`config.mk`:
```
export PLATFORM = sky130hd
export DESIGN_NAME = frac_baud_gen
export DESIGN_NICKNAME = d
export VERILOG_FILES = /design/src/rtl/frac_baud_pkg.sv /design/src/rtl/frac_baud_regs.sv /design/src/rtl/frac_baud_div.sv /design/src/rtl/frac_baud_bitdiv.sv /design/src/rtl/frac_baud_gen.sv
export SDC_FILE = /design/constraint.sdc
export NUM_CORES = 1
export LEC_CHECK = 0
export BUFFER_PORTS_ARGS = -buffer_cell sky130_fd_sc_hd__buf_2
export CAP_MARGIN = 10
export CORE_MARGIN = 2
export CORE_UTILIZATION = 55
export DETAILED_ROUTE_END_ITERATION = 7
export PLACE_DENSITY = 0.76
export SETUP_SLACK_MARGIN = 0.5
export SLEW_MARGIN = 20
export SYNTH_ARGS = -nofsm -noshare
export SYNTH_HDL_FRONTEND = slang
export SYNTH_SLANG_ARGS = --single-unit
```
`constraint.sdc`:
```
create_clock -name clk -period 2.72 [get_ports clk]
set_input_delay 0.544 -clock clk [delete_from_list [all_inputs] [get_ports clk]]
set_output_delay 0.544 -clock clk [all_outputs]
set_load 0.01 [all_outputs]
```
`src/rtl/frac_baud_pkg.sv`:
```
package frac_baud_pkg;
  localparam int BYTE_W = 8;
  localparam int DIV_W  = 2 * BYTE_W;
  localparam int FRAC_W = 4;
  localparam int ADDR_W = 2;

  localparam logic [ADDR_W-1:0] ADR_DIVLO = 2'd0;
  localparam logic [ADDR_W-1:0] ADR_DIVHI = 2'd1;
  localparam logic [ADDR_W-1:0] ADR_CTRL  = 2'd2;
  localparam logic [ADDR_W-1:0] ADR_FRAC  = 2'd3;

  localparam int CTRL_LATCH_BIT = 7;
endpackage

```
`src/rtl/frac_baud_regs.sv`:
```
module frac_baud_regs
  import frac_baud_pkg::*;
(
  input  logic              clk,
  input  logic              rst_n,
  input  logic              wr,
  input  logic [ADDR_W-1:0] addr,
  input  logic [BYTE_W-1:0] wdata,
  output logic [BYTE_W-1:0] rdata,
  output logic [DIV_W-1:0]  divisor,
  output logic [FRAC_W-1:0] mul,
  output logic [FRAC_W-1:0] addv,
  output logic              restart
);
  logic [BYTE_W-1:0] div_lo_q, div_lo_d;
  logic [BYTE_W-1:0] div_hi_q, div_hi_d;
  logic [FRAC_W-1:0] mul_q, mul_d;
  logic [FRAC_W-1:0] add_q, add_d;
  logic              latch_q, latch_d;
  logic              lo_we, hi_we, ctl_we, frac_we;

  always_comb begin
    lo_we   = wr && latch_q && (addr == ADR_DIVLO);
    hi_we   = wr && latch_q && (addr == ADR_DIVHI);
    ctl_we  = wr && (addr == ADR_CTRL);
    frac_we = wr && (addr == ADR_FRAC);
    div_lo_d = lo_we   ? wdata : div_lo_q;
    div_hi_d = hi_we   ? wdata : div_hi_q;
    latch_d  = ctl_we  ? wdata[CTRL_LATCH_BIT] : latch_q;
    mul_d    = frac_we ? wdata[2*FRAC_W-1:FRAC_W] : mul_q;
    add_d    = frac_we ? wdata[FRAC_W-1:0] : add_q;
    restart  = lo_we || hi_we || frac_we;
  end

  always_ff @(posedge clk or negedge rst_n) begin
    if (!rst_n) begin
      div_lo_q <= 8'h01;
      div_hi_q <= 8'h00;
      mul_q    <= 4'd1;
      add_q    <= 4'd0;
      latch_q  <= 1'b0;
    end else begin
      div_lo_q <= div_lo_d;
      div_hi_q <= div_hi_d;
      mul_q    <= mul_d;
      add_q    <= add_d;
      latch_q  <= latch_d;
    end
  end

  always_comb begin
    rdata = '0;
    case (addr)
      ADR_DIVLO: rdata = latch_q ? div_lo_q : '0;
      ADR_DIVHI: rdata = latch_q ? div_hi_q : '0;
      ADR_CTRL:  rdata = {latch_q, 7'd0};
      default:   rdata = {mul_q, add_q};
    endcase
  end

  assign divisor = {div_hi_q, div_lo_q};
  assign mul     = mul_q;
  assign addv    = add_q;

  AST_LOCKED_LO: assert property (@(posedge clk) disable iff (!rst_n)
    (wr && !latch_q && addr == ADR_DIVLO) |=> $stable(div_lo_q));
  AST_LOCKED_HI: assert property (@(posedge clk) disable iff (!rst_n)
    (wr && !latch_q && addr == ADR_DIVHI) |=> $stable(div_hi_q));
endmodule

```
`src/rtl/frac_baud_div.sv`:
```
module frac_baud_div
  import frac_baud_pkg::*;
(
  input  logic              clk,
  input  logic              rst_n,
  input  logic [DIV_W-1:0]  divisor,
  input  logic [FRAC_W-1:0] mul,
  input  logic [FRAC_W-1:0] addv,
  input  logic              restart,
  output logic              tick
);
  logic [DIV_W-1:0]  cnt_q, cnt_d;
  logic [FRAC_W-1:0] acc_q, acc_d;
  logic              pend_q, pend_d;
  logic              tick_q, tick_d;
  logic              period_end, frac_on, frac_sat;
  logic [FRAC_W:0]   sum;

  always_comb begin
    period_end = (divisor != '0) && (cnt_q == divisor - 16'd1);
    frac_on    = (mul != '0) && (addv != '0);
    frac_sat   = frac_on && (addv >= mul);
    sum        = {1'b0, acc_q} + {1'b0, addv};
    cnt_d  = cnt_q;
    acc_d  = acc_q;
    pend_d = pend_q;
    tick_d = 1'b0;
    if (restart) begin
      cnt_d  = '0;
      acc_d  = '0;
      pend_d = 1'b0;
    end else if (period_end) begin
      cnt_d = '0;
      if (pend_q) begin
        pend_d = 1'b0;
      end else begin
        tick_d = 1'b1;
        if (frac_sat) begin
          pend_d = 1'b1;
          acc_d  = '0;
        end else if (frac_on) begin
          if (sum >= {1'b0, mul}) begin
            acc_d  = FRAC_W'(sum - {1'b0, mul});
            pend_d = 1'b1;
          end else begin
            acc_d = sum[FRAC_W-1:0];
          end
        end
      end
    end else if (divisor != '0) begin
      cnt_d = cnt_q + 16'd1;
    end
  end

  always_ff @(posedge clk or negedge rst_n) begin
    if (!rst_n) begin
      cnt_q  <= '0;
      acc_q  <= '0;
      pend_q <= 1'b0;
      tick_q <= 1'b0;
    end else begin
      cnt_q  <= cnt_d;
      acc_q  <= acc_d;
      pend_q <= pend_d;
      tick_q <= tick_d;
    end
  end

  assign tick = tick_q;

  AST_ACC_BOUND: assert property (@(posedge clk) disable iff (!rst_n)
    (frac_on && !frac_sat) |-> (acc_q < mul));
  AST_PLAIN_NO_STRETCH: assert property (@(posedge clk) disable iff (!rst_n)
    (!frac_on && $past(!frac_on) && !$past(restart)) |-> !pend_q);
  AST_ZERO_DIV_IDLE: assert property (@(posedge clk) disable iff (!rst_n)
    ($past(divisor == '0)) |-> !tick_q);
  AST_RESTART_CLEAR: assert property (@(posedge clk) disable iff (!rst_n)
    restart |=> (cnt_q == '0 && acc_q == '0 && !pend_q && !tick_q));
  AST_SINGLE_PULSE: assert property (@(posedge clk) disable iff (!rst_n)
    (tick_q && divisor > 16'd1 && $stable(divisor)) |=> !tick_q);
endmodule

```
`src/rtl/frac_baud_bitdiv.sv`:
```
module frac_baud_bitdiv #(
  parameter int OVS = 16
) (
  input  logic clk,
  input  logic rst_n,
  input  logic restart,
  input  logic tick16,
  output logic tick1
);
  localparam int PH_W = $clog2(OVS);
  localparam logic [PH_W-1:0] PH_LAST = PH_W'(OVS - 1);

  logic [PH_W-1:0] ph_q, ph_d;
  logic            t1_q, t1_d;

  always_comb begin
    ph_d = ph_q;
    t1_d = 1'b0;
    if (restart) begin
      ph_d = '0;
    end else if (tick16) begin
      t1_d = (ph_q == PH_LAST);
      ph_d = (ph_q == PH_LAST) ? '0 : ph_q + 1'b1;
    end
  end

  always_ff @(posedge clk or negedge rst_n) begin
    if (!rst_n) begin
      ph_q <= '0;
      t1_q <= 1'b0;
    end else begin
      ph_q <= ph_d;
      t1_q <= t1_d;
    end
  end

  assign tick1 = t1_q;

  AST_TICK1_FOLLOWS: assert property (@(posedge clk) disable iff (!rst_n)
    tick1 |-> $past(tick16));
  AST_TICK1_SINGLE: assert property (@(posedge clk) disable iff (!rst_n)
    tick1 |=> !tick1);
endmodule

```
`src/rtl/frac_baud_gen.sv`:
```
module frac_baud_gen
  import frac_baud_pkg::*;
#(
  parameter int OVS = 16
) (
  input  logic              clk,
  input  logic              rst_n,
  input  logic              reg_wr,
  input  logic [ADDR_W-1:0] reg_addr,
  input  logic [BYTE_W-1:0] reg_wdata,
  output logic [BYTE_W-1:0] reg_rdata,
  output logic              tick16_o,
  output logic              tick1_o
);
  logic [DIV_W-1:0]  divisor;
  logic [FRAC_W-1:0] mul, addv;
  logic              restart;

  frac_baud_regs u_regs (
    .clk(clk), .rst_n(rst_n), .wr(reg_wr), .addr(reg_addr), .wdata(reg_wdata),
    .rdata(reg_rdata), .divisor(divisor), .mul(mul), .addv(addv), .restart(restart)
  );

  frac_baud_div u_div (
    .clk(clk), .rst_n(rst_n), .divisor(divisor), .mul(mul), .addv(addv),
    .restart(restart), .tick(tick16_o)
  );

  frac_baud_bitdiv #(.OVS(OVS)) u_bit (
    .clk(clk), .rst_n(rst_n), .restart(restart), .tick16(tick16_o), .tick1(tick1_o)
  );
endmodule

```
==> results of run 1 <==
kinds of logic (layout without fill, tap and decap cells):
logic type	Yosys count	in the layout
adder cells (fa/ha/maj)	17	17
multiplexers	37	37
buffers and inverters	30	92
AND/OR/NAND/NOR	137	137
flip-flops	52	52
XOR/XNOR	38	38
AO/OA/AOI/OAI	60	60
layout by cell type, fill, tap and decap left out, types with 7 or more instances in the layout:
cell type	instances
ha_1	12
mux2_2	23
mux2i_1	14
nand3_1	13
inv_1	13
nand2_1	35
o21ai_0	20
buf_2	22
a21oi_1	8
xnor2_1	12
xor2_1	23
buf_4	38
nand4_1	7
nor2_1	23
dfrtp_1	47
cell type report:
type,count,area [um^2]
Clock buffer,6,82.6
Fill cell,469,1930
Tap cell,77,96.3
Clock inverter,2,38.8
Multi-Input combinational cell,289,2290
Timing Repair Buffer,67,473
Inverter,17,63.8
Sequential cell,52,1310
worst max-delay path by stage:
| stage | cells past startpoint | to | startpoint |
|---|---|---|---|
| final | 9 | u_div.pend_q$_DFFE_PN0P_ | u_regs.div_lo_q[0]$_DFFE_PN1P_ |
| after global routing | 12 | u_div.acc_q[0]$_DFFE_PN0P_ | u_div.acc_q[0]$_DFFE_PN0P_ |
| after CTS | 12 | u_div.acc_q[0]$_DFFE_PN0P_ | u_div.acc_q[0]$_DFFE_PN0P_ |
| after detailed placement | 11 | u_div.pend_q$_DFFE_PN0P_ | u_regs.addv[0]$_DFFE_PN0P_ |
| after global placement | 9 | u_div.acc_q[2]$_DFFE_PN0P_ | u_regs.div_lo_q[1]$_DFFE_PN0P_ |
| after floorplan | 11 | u_div.pend_q$_DFFE_PN0P_ | u_regs.addv[0]$_DFFE_PN0P_ |
routing by layer:
layer / track usage [%] / up-vias / wire (um)
met2: 43.6 / 83 / 4500
met3: 4.52 / 25 / 441
met4: 8.06 / 0 / 222
met1: 37.2 / 1490 / 3940
li1: - / 1434 / -
met5: 0 / - / 0
flip-flops by register name, summed over array words and instances (netlist names), 4 cells and up:
| register | cells |
|---|---|
| u_regs.mul | 4 |
| u_div.cnt_q | 16 |
| u_regs.div_lo_q | 8 |
| u_regs.addv | 4 |
| u_div.acc_q | 4 |
| u_bit.ph_q | 4 |
| u_regs.div_hi_q | 8 |
timing repair:
item | in CTS | in global routing
hold buffers | 1 | 0
resized for setup | 34 | 5
pin swaps | 30 | 8
endpoints found under the hold margin | 1 | 0
endpoints found under the setup margin | 22 | 22
cloned | 1 | 0
buffers inserted | 18 | 1
metrics by stage:
stage	hold WS [ps]	std cells	util (%)	setup TNS (ps)
CTS	454	509	68.7	0
global route	490	510	69.3	-286
global placement	331	481	62.4	0
floorplan	248	371	-	0
finish	464	510	69.3	0
detailed placement	338	481	62.4	0
power groups by stage:
| stage | logic [uW] | registers [uW] | clock network (uW) |
|---|---|---|---|
| after floorplan | 903 | 1080 | 0 |
| after global placement | 1210 | 1120 | 0 |
| after detailed placement | 1250 | 1130 | 0 |
| after CTS | 1480 | 1110 | 582 |
| after global routing | 1690 | 1130 | 609 |
| final | 1560 | 1110 | 568 |
worst reg2reg max path: stages (launching register included):
cell and delay, ps:
dfstp_2 570, inv_2 60, ha_4 270, xor2_1 250
o2111ai_4 170, a2111oi_4 350, o2111ai_2 230, buf_4 210
o21ai_4 190, a2bb2o_2 290
==> metrics.yaml, run 1 <==
yosys:
  syn_nets: 401
  synth_compound_area_share_pct: 11.5
  synth_simple_gate_area_share_pct: 20.9
  synthMuxAreaShare_pct: 11.3
  ys_seq_area_share_pct: 36.8
  synthXorXnorAreaFrac_pct: 9.41
  yosys.cell_types.count: 57
  syn_inst: 371
  avgSynthCellArea_um2: 9.54
  synth_area_leader_cell: "dfrtp_1"
  synth_edf_count: 0
  synthTopCellsByArea: "dfrtp_1 35%, mux2_2 7.3%, xor2_1 5.7%"
  synth_most_common_cell: "dfrtp_1"
  async_flop_share_pct: 100
  synth_top_flop_cell: "dfrtp_1"
  synth_commonest_cells: "50 x dfrtp_1, 35 x nand2_1, 30 x nor2_1"
  syn_area_um2: 3540
  ys_warn_count: 0
  synth.top_cell.area_share_pct: 35.4
  synth_adder_area_share_pct: 6.44
  synth_top_family_by_area: "simple AND/OR/NAND/NOR gates"
  ys_seq_elements: 52
timing:
  fmax_mhz: 371
  rsz0062_at_grt: "yes"
  finalMaxSlewViolations: 0
  finalHoldViolations: 0
  period_share_pct: 99.1
  setup_slack_ps: 24.5
  final.setup_skew_ps: 16.5
  worst_slew_pin_slew_ps: 660
  finalSetupViolCount: 0
  timing.slew.headroom_pct: 55.6
  period_needed_ps: 2700
drt:
  vias: 3032
  drtIter0Drc: 228
  drt-pass1-iter-count: 4
  route.detailed.drc: 0
  drtAntennaViolNets: 0
  routed_via_density: 5.95
  finalWirelength_um: 9100
  routedWlPerCell_um: 17.8
setup_path:
  slowest_stage: "dfstp_2"
  crit_family: "compound AO/OA/AOI/OAI gates"
  critPathKind: "reg -> reg"
  crit_fanout: 3
  reg2reg_slack_ps: 20
  cp-end-kind: "flop"
  cp_cell_sequence: "inv_2, ha_4, xor2_1, o2111ai_4, a2111oi_4, o2111ai_2, buf_4, o21ai_4, a2bb2o_2"
  cp.required_ps: 2920
  worst_r2r_path_depth: 9
  cp_num_buf_inv: 2
  reg2reg_to: "u_div.pend_q$_DFFE_PN0P_"
  slowest_delay_ps: 570
  timing.rr.start: "u_regs.div_lo_q[0]$_DFFE_PN1P_"
  arrival_ps: 2900
  cp-start-kind: "flop"
floorplanning:
  die-area_um2: 7090
  core_area_um2: 6280
  start_util_pct: 56.4
  design.portCount: 23
  dieWidth_um: 84.2
  rows: 29
  die_h_um: 84.2
pwr:
  leakagePower_uw: 0.00191
  power_frac_comb_pct: 48.2
  power_density_nw_per_um2: 745
  p_switching_uw: 1280
  p_int_uw: 1960
  power_frac_clock_pct: 17.5
  ir_worst_vdd_v: 0.000536
  p_total_uw: 3240
  seq_power_share_pct: 34.3
  sw_frac_of_total_pct: 39.4
finish:
  drive_gt1_share_pct: 32.8
  nets: 462
  synthToLayoutAreaGrowth_pct: 23.0
  diodes: 0
  post-route-cell-area_um2: 4350
place:
  gp_congestion: 0.903
  place_area_um2: 3920
  pre_cts_ws_ps: 58.8
  portBuffers: 22
  place_hpwl_um: 6550
global_routing:
  grt_pass1_wl_um: 15100
  grt_overflow_total: 0
  grtUsageTotal_pct: 26.9
  grt_max_degree: 28
  grt_pass1_vias: 3008
  antenna_found_initial: 0
clock_tree:
  clockBufferDepth: 2
  cts_root_buf: "clkbuf_8"
  clk_latency_ps: 320
  cts_buffers: 5
  clock-sinks: 52
  htree_num_levels: 2
  cts_tree: "yes"
  clk_pin_slew_worst_paths_ps: 110
hold_path:
  min_path_type: "in -> reg"
  holdPathStages: 3
  hold_start: "reg_wdata[0]"
  worstHoldEndpoint: "u_regs.div_lo_q[0]$_DFFE_PN1P_"
run:
  drv_cap: 0
run_status:
  outcome: "finished clean"
Note: power is estimated with default switching activity, not from simulation.
==> run 2: changes to the inputs <==
- ABC_AREA: default -> 1
- CORE_UTILIZATION: 55 -> 56
- MAX_ROUTING_LAYER: default -> met4
- PLACE_DENSITY: 0.76 -> 0.77
- RECOVER_POWER: default -> 100
==> metrics.yaml, run 2 <==
run_status:
  outcome: "finished clean"
yosys:
  ys_seq_elements: 52  # unchanged
  async_flop_share_pct: 100  # unchanged
  synth.top_cell.area_share_pct: 33.3  # -2.1 points
  yosys.cell_types.count: 43  # -25%
  synth_edf_count: 0  # unchanged
  syn_inst: 518  # +40%
  synth_area_leader_cell: "dfrtp_1"
  synth_commonest_cells: "128 x nand2_1, 65 x inv_1, 59 x nor2_1, 50 x dfrtp_1, 42 x o21ai_0"
  synth_top_flop_cell: "dfrtp_1"
  synthTopCellsByArea: "dfrtp_1 33%, nand2_1 13%, inv_1 6.5%"
  ys_warn_count: 0  # unchanged
  avgSynthCellArea_um2: 7.26  # -24%
  synth_most_common_cell: "nand2_1"
  ys_seq_area_share_pct: 34.7  # -2.2 points
  syn_area_um2: 3760  # +6.3%
  syn_nets: 548  # +37%
finish:
  reg_top3: "u_div.cnt_q x16, u_regs.div_hi_q x8, u_regs.div_lo_q x8"
  largest_reg_flops: 16  # unchanged
  final_util_pct: 65.2  # -4.1 points
  final_cell_mix: "129 x nand2_1, 64 x inv_1, 55 x nor2_1, 50 x dfrtp_1, 42 x o21ai_0"
  drive_gt1_share_pct: 14.1  # -19 points
  fin_cells: 629  # +23%
  largest-register: "u_div.cnt_q"
  diodes: 0  # unchanged
  nets: 581  # +26%
  final_common_cell: "nand2_1"
  synthToLayoutAreaGrowth_pct: 11.4
  post-route-cell-area_um2: 4190  # -3.7%
setup_path:
  cp-end-kind: "flop"
  arrival_ps: 2800  # -100 ps
  critPathKind: "reg -> reg"
  crit_fanout: 4  # +1
  cp-start-kind: "flop"
  worst_r2r_path_depth: 15  # +6
  reg2reg_slack_ps: 170  # +150 ps
  cp.required_ps: 2970  # +50 ps
place:
  portBuffers: 22  # unchanged
  place_hpwl_um: 6800  # +3.9%
  pre_cts_ws_ps: 202  # +143 ps
  placed_cells: 611  # +27%
  gp_congestion: 0.913  # +1.2%
  place_area_um2: 3930  # +0.22%
clock_tree:
  cts_buffers: 5  # unchanged
  clk_latency_ps: 310  # about the same
  clockBufferDepth: 2  # unchanged
  cts_root_buf: "clkbuf_8"
  cts_tree: "yes"
  hold_buffers: 0  # -1
  htree_num_levels: 2  # unchanged
  clk_pin_slew_worst_paths_ps: 100  # about the same
  clock-sinks: 52  # unchanged
timing:
  fmax_mhz: 392  # +5.7%
  fin_setup_tns_ps: 0  # unchanged
  setup_slack_ps: 170  # +145 ps
  period_needed_ps: 2550  # -145 ps
  timing.slew.headroom_pct: 18.9  # -37 points
  final.setup_skew_ps: 13.0  # -3.48 ps
  period_share_pct: 93.8  # -5.3 points
  worst_slew_pin_slew_ps: 1220  # +556 ps
  finalSetupViolCount: 0  # unchanged
  finalHoldViolations: 0  # unchanged
  finalMaxSlewViolations: 0  # unchanged
  rsz0062_at_grt: "yes"
global_routing:
  antenna_found_initial: 0  # unchanged
  grt_pass1_vias: 3301  # +9.7%
  grt_overflow_total: 0  # unchanged
  grt_max_degree: 31  # +11%
  grt_pass1_wl_um: 15500  # +2.5%
  grtUsageTotal_pct: 27.1  # +0.25 points
drt:
  routedWlPerCell_um: 14.7  # -18%
  drt-pass1-iter-count: 5  # +1
  route.detailed.drc: 0  # unchanged
  drtIter0Drc: 290  # +27%
  vias: 3488  # +15%
  finalWirelength_um: 9230  # +1.4%
  routed_via_density: 5.55  # -6.7%
  drtAntennaViolNets: 0  # unchanged
pwr:
  leakagePower_uw: 0.00208  # +8.9%
  ir_worst_vdd_v: 0.000486  # -9.4%
  power_density_nw_per_um2: 902  # +21%
hold_path:
  min_path_type: "in -> async"
floorplanning:
  dieWidth_um: 86.0  # +2.1%
  core_area_um2: 6420  # +2.3%
  start_util_pct: 58.6  # +2.2 points
  die_h_um: 86.0  # +2.1%
  design.portCount: 23  # unchanged
  rows: 29  # unchanged
  die-area_um2: 7390  # +4.2%
run:
  drv_cap: 0  # unchanged
[run 2: metal layers]
metal	wire length [um]	vias up	global-route usage, %
met4	115	0	6.93
met3	512	13	4.04
li1	-	1721	-
met5	0	-	-
met1	4160	1637	36.1
met2	4440	117	43.5
[run 2: logic make-up (layout without fill, tap and decap cells)]
| kind of cell | Yosys count | count (layout) | share of synthesized area (%) |
|---|---|---|---|
| and+or+nand+nor | 268 | 269 | 32.7 |
| buffers and inverters | 78 | 111 | 8.78 |
| AOI/OAI and AO/OA | 76 | 76 | 11.6 |
| DFF | 52 | 52 | 34.7 |
| xor gates and xnor gates | 27 | 27 | 6.29 |
| adders and majority gates | 17 | 17 | 6.05 |
[run 2: what timing repair did]
item                       CTS  global route
gates cloned                 2             0
resized for setup            7            17
buffers inserted             7             1
setup endpoints to repair    8            23
pin swaps                    8            10
hold endpoints to repair     0             0
[run 2: final timing paths]
path | startpoint | endpoint
worst min register to register | u_regs.mul[2]$_DFFE_PN0P_ | u_regs.mul[2]$_DFFE_PN0P_
max in group asynchronous | rst_n | u_regs.div_hi_q[5]$_DFFE_PN0P_
worst max-delay path | u_div.acc_q[0]$_DFFE_PN0P_ | u_div.acc_q[1]$_DFFE_PN0P_
worst min-delay path | rst_n | u_div.cnt_q[2]$_DFFE_PN0P_
min in group clk | u_regs.mul[2]$_DFFE_PN0P_ | u_regs.mul[2]$_DFFE_PN0P_
worst max register to register | u_div.acc_q[0]$_DFFE_PN0P_ | u_div.acc_q[1]$_DFFE_PN0P_
[run 2: worst max-delay path, stage by stage, from the launching register on]
cell,delay (ps)
dfrtp_1,390
ha_1,200
inv_2,40
fa_2,520
inv_1,80
ha_4,280
nand2_2,50
nor2_2,100
nor2_2,50
nand2_1,90
nand2_2,90
nand2_1,150
nor2_1,70
a211oi_2,200
nand3_1,100
nand2_1,80
[run 2: final cells by class]
| class | instances | area [um^2] |
|---|---|---|
| clock inverter | 2 | 38.8 |
| timing repair buffer | 34 | 201 |
| multi-input combinational | 389 | 2220 |
| clock buffer | 6 | 72.6 |
| sequential | 52 | 1300 |
| inverter | 69 | 259 |
| fill | 541 | 2230 |
| tap | 77 | 96.3 |
[run 2: power by group]
part / switching, uW / total, uW / internal (uW)
registers: 242 / 1180 / 935
logic: 1210 / 2060 / 852
clock network: 263 / 541 / 278
[run 2: stage by stage]
| step | hold slack, ps | power, uW |
|---|---|---|
| 4_1_cts | 210 | 3570 |
| 2_1_floorplan | 248 | 2500 |
| 3_3_place_gp | 472 | 2800 |
| 5_1_grt | 516 | 4080 |
| 6_report | 459 | 3780 |
| 3_5_place_dp | 483 | 2860 |
==> run 3: changes to the inputs <==
- SYNTH_HIERARCHICAL: default -> 1
==> metrics.yaml, run 3 <==
place:
  portBuffers: 22  # unchanged
  gp_congestion: 0.958  # +4.8%
  place_hpwl_um: 6940  # +2.0%
pwr:
  power_frac_clock_pct: 12.5  # -1.8 points
  p_switching_uw: 1790  # +4.5%
  power_density_nw_per_um2: 850  # -5.8%
  p_int_uw: 2000  # -3.0%
  ir_worst_vdd_v: 0.000533  # +9.7%
  power_frac_comb_pct: 57.0  # +2.4 points
  sw_frac_of_total_pct: 47.2  # +1.8 points
  seq_power_share_pct: 30.5  # -0.6 points
  leakagePower_uw: 0.00219  # +5.5%
drt:
  drtAntennaViolNets: 0  # unchanged
  vias: 3730  # +6.9%
  drt-pass1-iter-count: 5  # unchanged
  drtIter0Drc: 335  # +16%
  routedWlPerCell_um: 15.5  # +5.5%
  finalWirelength_um: 10200  # +11%
  route.detailed.drc: 0  # unchanged
  routed_via_density: 5.63  # +1.6%
setup_path:
  worstSetupStartpoint: "u_div/acc_q[0]$_DFFE_PN0P_"
  reg2reg_to: "u_div/acc_q[1]$_DFFE_PN0P_"
  critical_path_depth: 16  # +1
  crit_fanout: 7  # +3
  cp-start-kind: "flop"
  crit_family: "adder cells"
  arrival_ps: 2790  # about the same
  cp.required_ps: 2930  # -40 ps
  critPathKind: "reg -> reg"
  timing.rr.start: "u_div/acc_q[0]$_DFFE_PN0P_"
  slowest_stage: "fa_2"
  cp_cell_sequence: "ha_4, inv_2, fa_2, xnor2_4, ha_4, a21oi_2, and2_4, nand2_4, nand2_4, nand2_8, inv_4, nand2_2, o21ai_1, nor2_1, nand4_1, nand2_1"
  slowest_delay_ps: 430  # -90 ps
  worst_r2r_path_depth: 16  # +1
  cp-end-kind: "flop"
  reg2reg_slack_ps: 130  # -40 ps
  crit_path_end: "u_div/acc_q[1]$_DFFE_PN0P_"
  cp_num_buf_inv: 2  # unchanged
timing:
  finalMaxSlewViolations: 0  # unchanged
  fmax_mhz: 386  # -1.4%
  final.setup_skew_ps: 6.28  # -6.74 ps
  hold_ws_ps: 448  # -11.1 ps
  timing.slew.headroom_pct: 18.6  # -0.39 points
  fin_setup_tns_ps: 0  # unchanged
  finalHoldViolations: 0  # unchanged
  period_share_pct: 95.1  # +1.4 points
  period_needed_ps: 2590  # +37.1 ps
  rsz0062_at_grt: "yes"
  worst_slew_pin_slew_ps: 1220  # +5.85 ps
  finalSetupViolCount: 0  # unchanged
clock_tree:
  clk_latency_ps: 310  # about the same
  clock-sinks: 52  # unchanged
  cts_tree: "yes"
  cts_root_buf: "clkbuf_8"
  clk_pin_slew_worst_paths_ps: 100  # about the same
  htree_num_levels: 2  # unchanged
  hold_buffers: 0  # unchanged
  cts_buffers: 5  # unchanged
  clockBufferDepth: 2  # unchanged
floorplanning:
  start_util_pct: 56.9  # -1.6 points
  dieWidth_um: 86.4  # +0.54%
  design.portCount: 23  # unchanged
  rows: 30  # +3.4%
  die-area_um2: 7470  # +1.1%
  core_area_um2: 6680  # +4.0%
  die_h_um: 86.4  # +0.54%
yosys:
  yosys.cell_types.count: 41  # -4.7%
  syn_area_um2: 3800  # +1.1%
  ys_seq_area_share_pct: 34.3  # -0.39 points
  synth.top_cell.area_share_pct: 32.9  # -0.37 points
  syn_nets: 563  # +2.7%
  ys_seq_elements: 52  # unchanged
  synth_edf_count: 0  # unchanged
  ys_warn_count: 6  # +6
  synth_area_leader_cell: "dfrtp_1"
  synth_commonest_cells: "153 x nand2_1, 61 x inv_1, 60 x nand3_1, 57 x nor2_1, 50 x dfrtp_1"
  synth_most_common_cell: "nand2_1"
  synth_top_flop_cell: "dfrtp_1"
  syn_inst: 533  # +2.9%
  avgSynthCellArea_um2: 7.14  # -1.7%
  async_flop_share_pct: 100  # unchanged
  synthTopCellsByArea: "dfrtp_1 33%, nand2_1 15%, nand3_1 7.9%"
finish:
  reg_top3: "u_div/cnt_q x16, u_regs/div_hi_q x8, u_regs/div_lo_q x8"
  final_cell_mix: "147 x nand2_1, 59 x nand3_1, 57 x inv_1, 49 x dfrtp_1, 47 x nor2_1"
  synthToLayoutAreaGrowth_pct: 17.4
  nets: 611  # +5.2%
  largest-register: "u_div/cnt_q"
  diodes: 0  # unchanged
  largest_reg_flops: 16  # unchanged
  drive_gt1_share_pct: 21.0  # +6.8 points
  final_common_cell: "nand2_1"
hold_path:
  min_path_type: "in -> async"
global_routing:
  grt_overflow_total: 0  # unchanged
  grt_max_degree: 31  # unchanged
  grt_pass1_vias: 3312  # +0.33%
  antenna_found_initial: 0  # unchanged
  grt_pass1_wl_um: 15200  # -2.0%
  grtUsageTotal_pct: 26.7  # -0.44 points
run_status:
  outcome: "finished clean"
run:
  drv_cap: 0  # unchanged
[run 3: cell count changes after synthesis, moves of 6 or more]
cell	change
nand3_1	+22
xor2_1	-10
nand2_1	+25
o21ai_2	+7
o22ai_1	-6
o21ai_0	-23
nand4_1	+8
[run 3: cell families after synthesis]
kind of cell / Yosys count / share of synthesized area [%]
AO/OA/AOI/OAI: 43 / 6.87
XOR/XNOR: 18 / 4.14
adder cells (fa/ha/maj): 17 / 5.98
buffers and inverters: 75 / 8.19
flip-flops: 52 / 34.3
AND/OR/NAND/NOR: 328 / 40.5
[run 3: timing repair]
| item | CTS | global route |
|---|---|---|
| endpoints found under the setup margin | 21 | 21 |
| setup buffers | 7 | 10 |
| pin swaps | 11 | 33 |
| endpoints found under the hold margin | 0 | 0 |
| gates resized for setup | 14 | 56 |
| cloned | 0 | 2 |
[run 3: worst min path at each step]
stage / cells past startpoint / startpoint / slack [ps] / end
after global routing: 3 / reg_wdata[2] / 450 / u_regs/div_hi_q[2]$_DFFE_PN0P_
final: 1 / rst_n / 450 / u_div/cnt_q[2]$_DFFE_PN0P_
after detailed placement: 1 / u_div/pend_q$_DFFE_PN0P_ / 490 / u_div/tick$_DFF_PN0_
after CTS: 1 / rst_n / 210 / u_div/cnt_q[13]$_DFFE_PN0P_
after global placement: 1 / u_div/pend_q$_DFFE_PN0P_ / 490 / u_div/tick$_DFF_PN0_
after floorplan: 0 / rst_n / 250 / u_bit/ph_q[0]$_DFFE_PN0P_
[run 3: layout make-up]
type,instances,area [um^2]
clock buffers,6,82.6
clock inverters,2,13.8
fillers,579,2210
inverters,69,267
multi-input cells,407,2420
flip-flops and latches,52,1310
well taps,80,100
repair buffers,46,279
[run 3: per-stage QoR]
step                cell area [um^2]  instances  util [%]  worst slack (ps)  total power (uW)
CTS                             4240        650      63.4               301              3320
global placement                4030        635      60.4               277              2630
finish                          4470        662      66.9               133              3800
detailed placement              4030        635      60.4               155              2690
global route                    4470        662      66.9              25.7              4070
floorplan                       3810        533         -               400              2320
[run 3: power groups by stage]
stage               sequential (uW)  clock (uW)  combinational, uW
floorplan                      1080           0               1240
global placement               1150           0               1480
detailed placement             1160           0               1540
CTS                            1140         483               1700
global route                   1190         509               2380
finish                         1160         473               2170
[run 3: per-layer routing]
layer | GRT usage, % | up-vias | part of all wire, %
li1 | - | 1807 | -
met5 | - | - | 0
met3 | 3.43 | 28 | 6.6
met4 | 7.95 | 0 | 3.3
met2 | 43.4 | 146 | 50
met1 | 35.0 | 1749 | 41
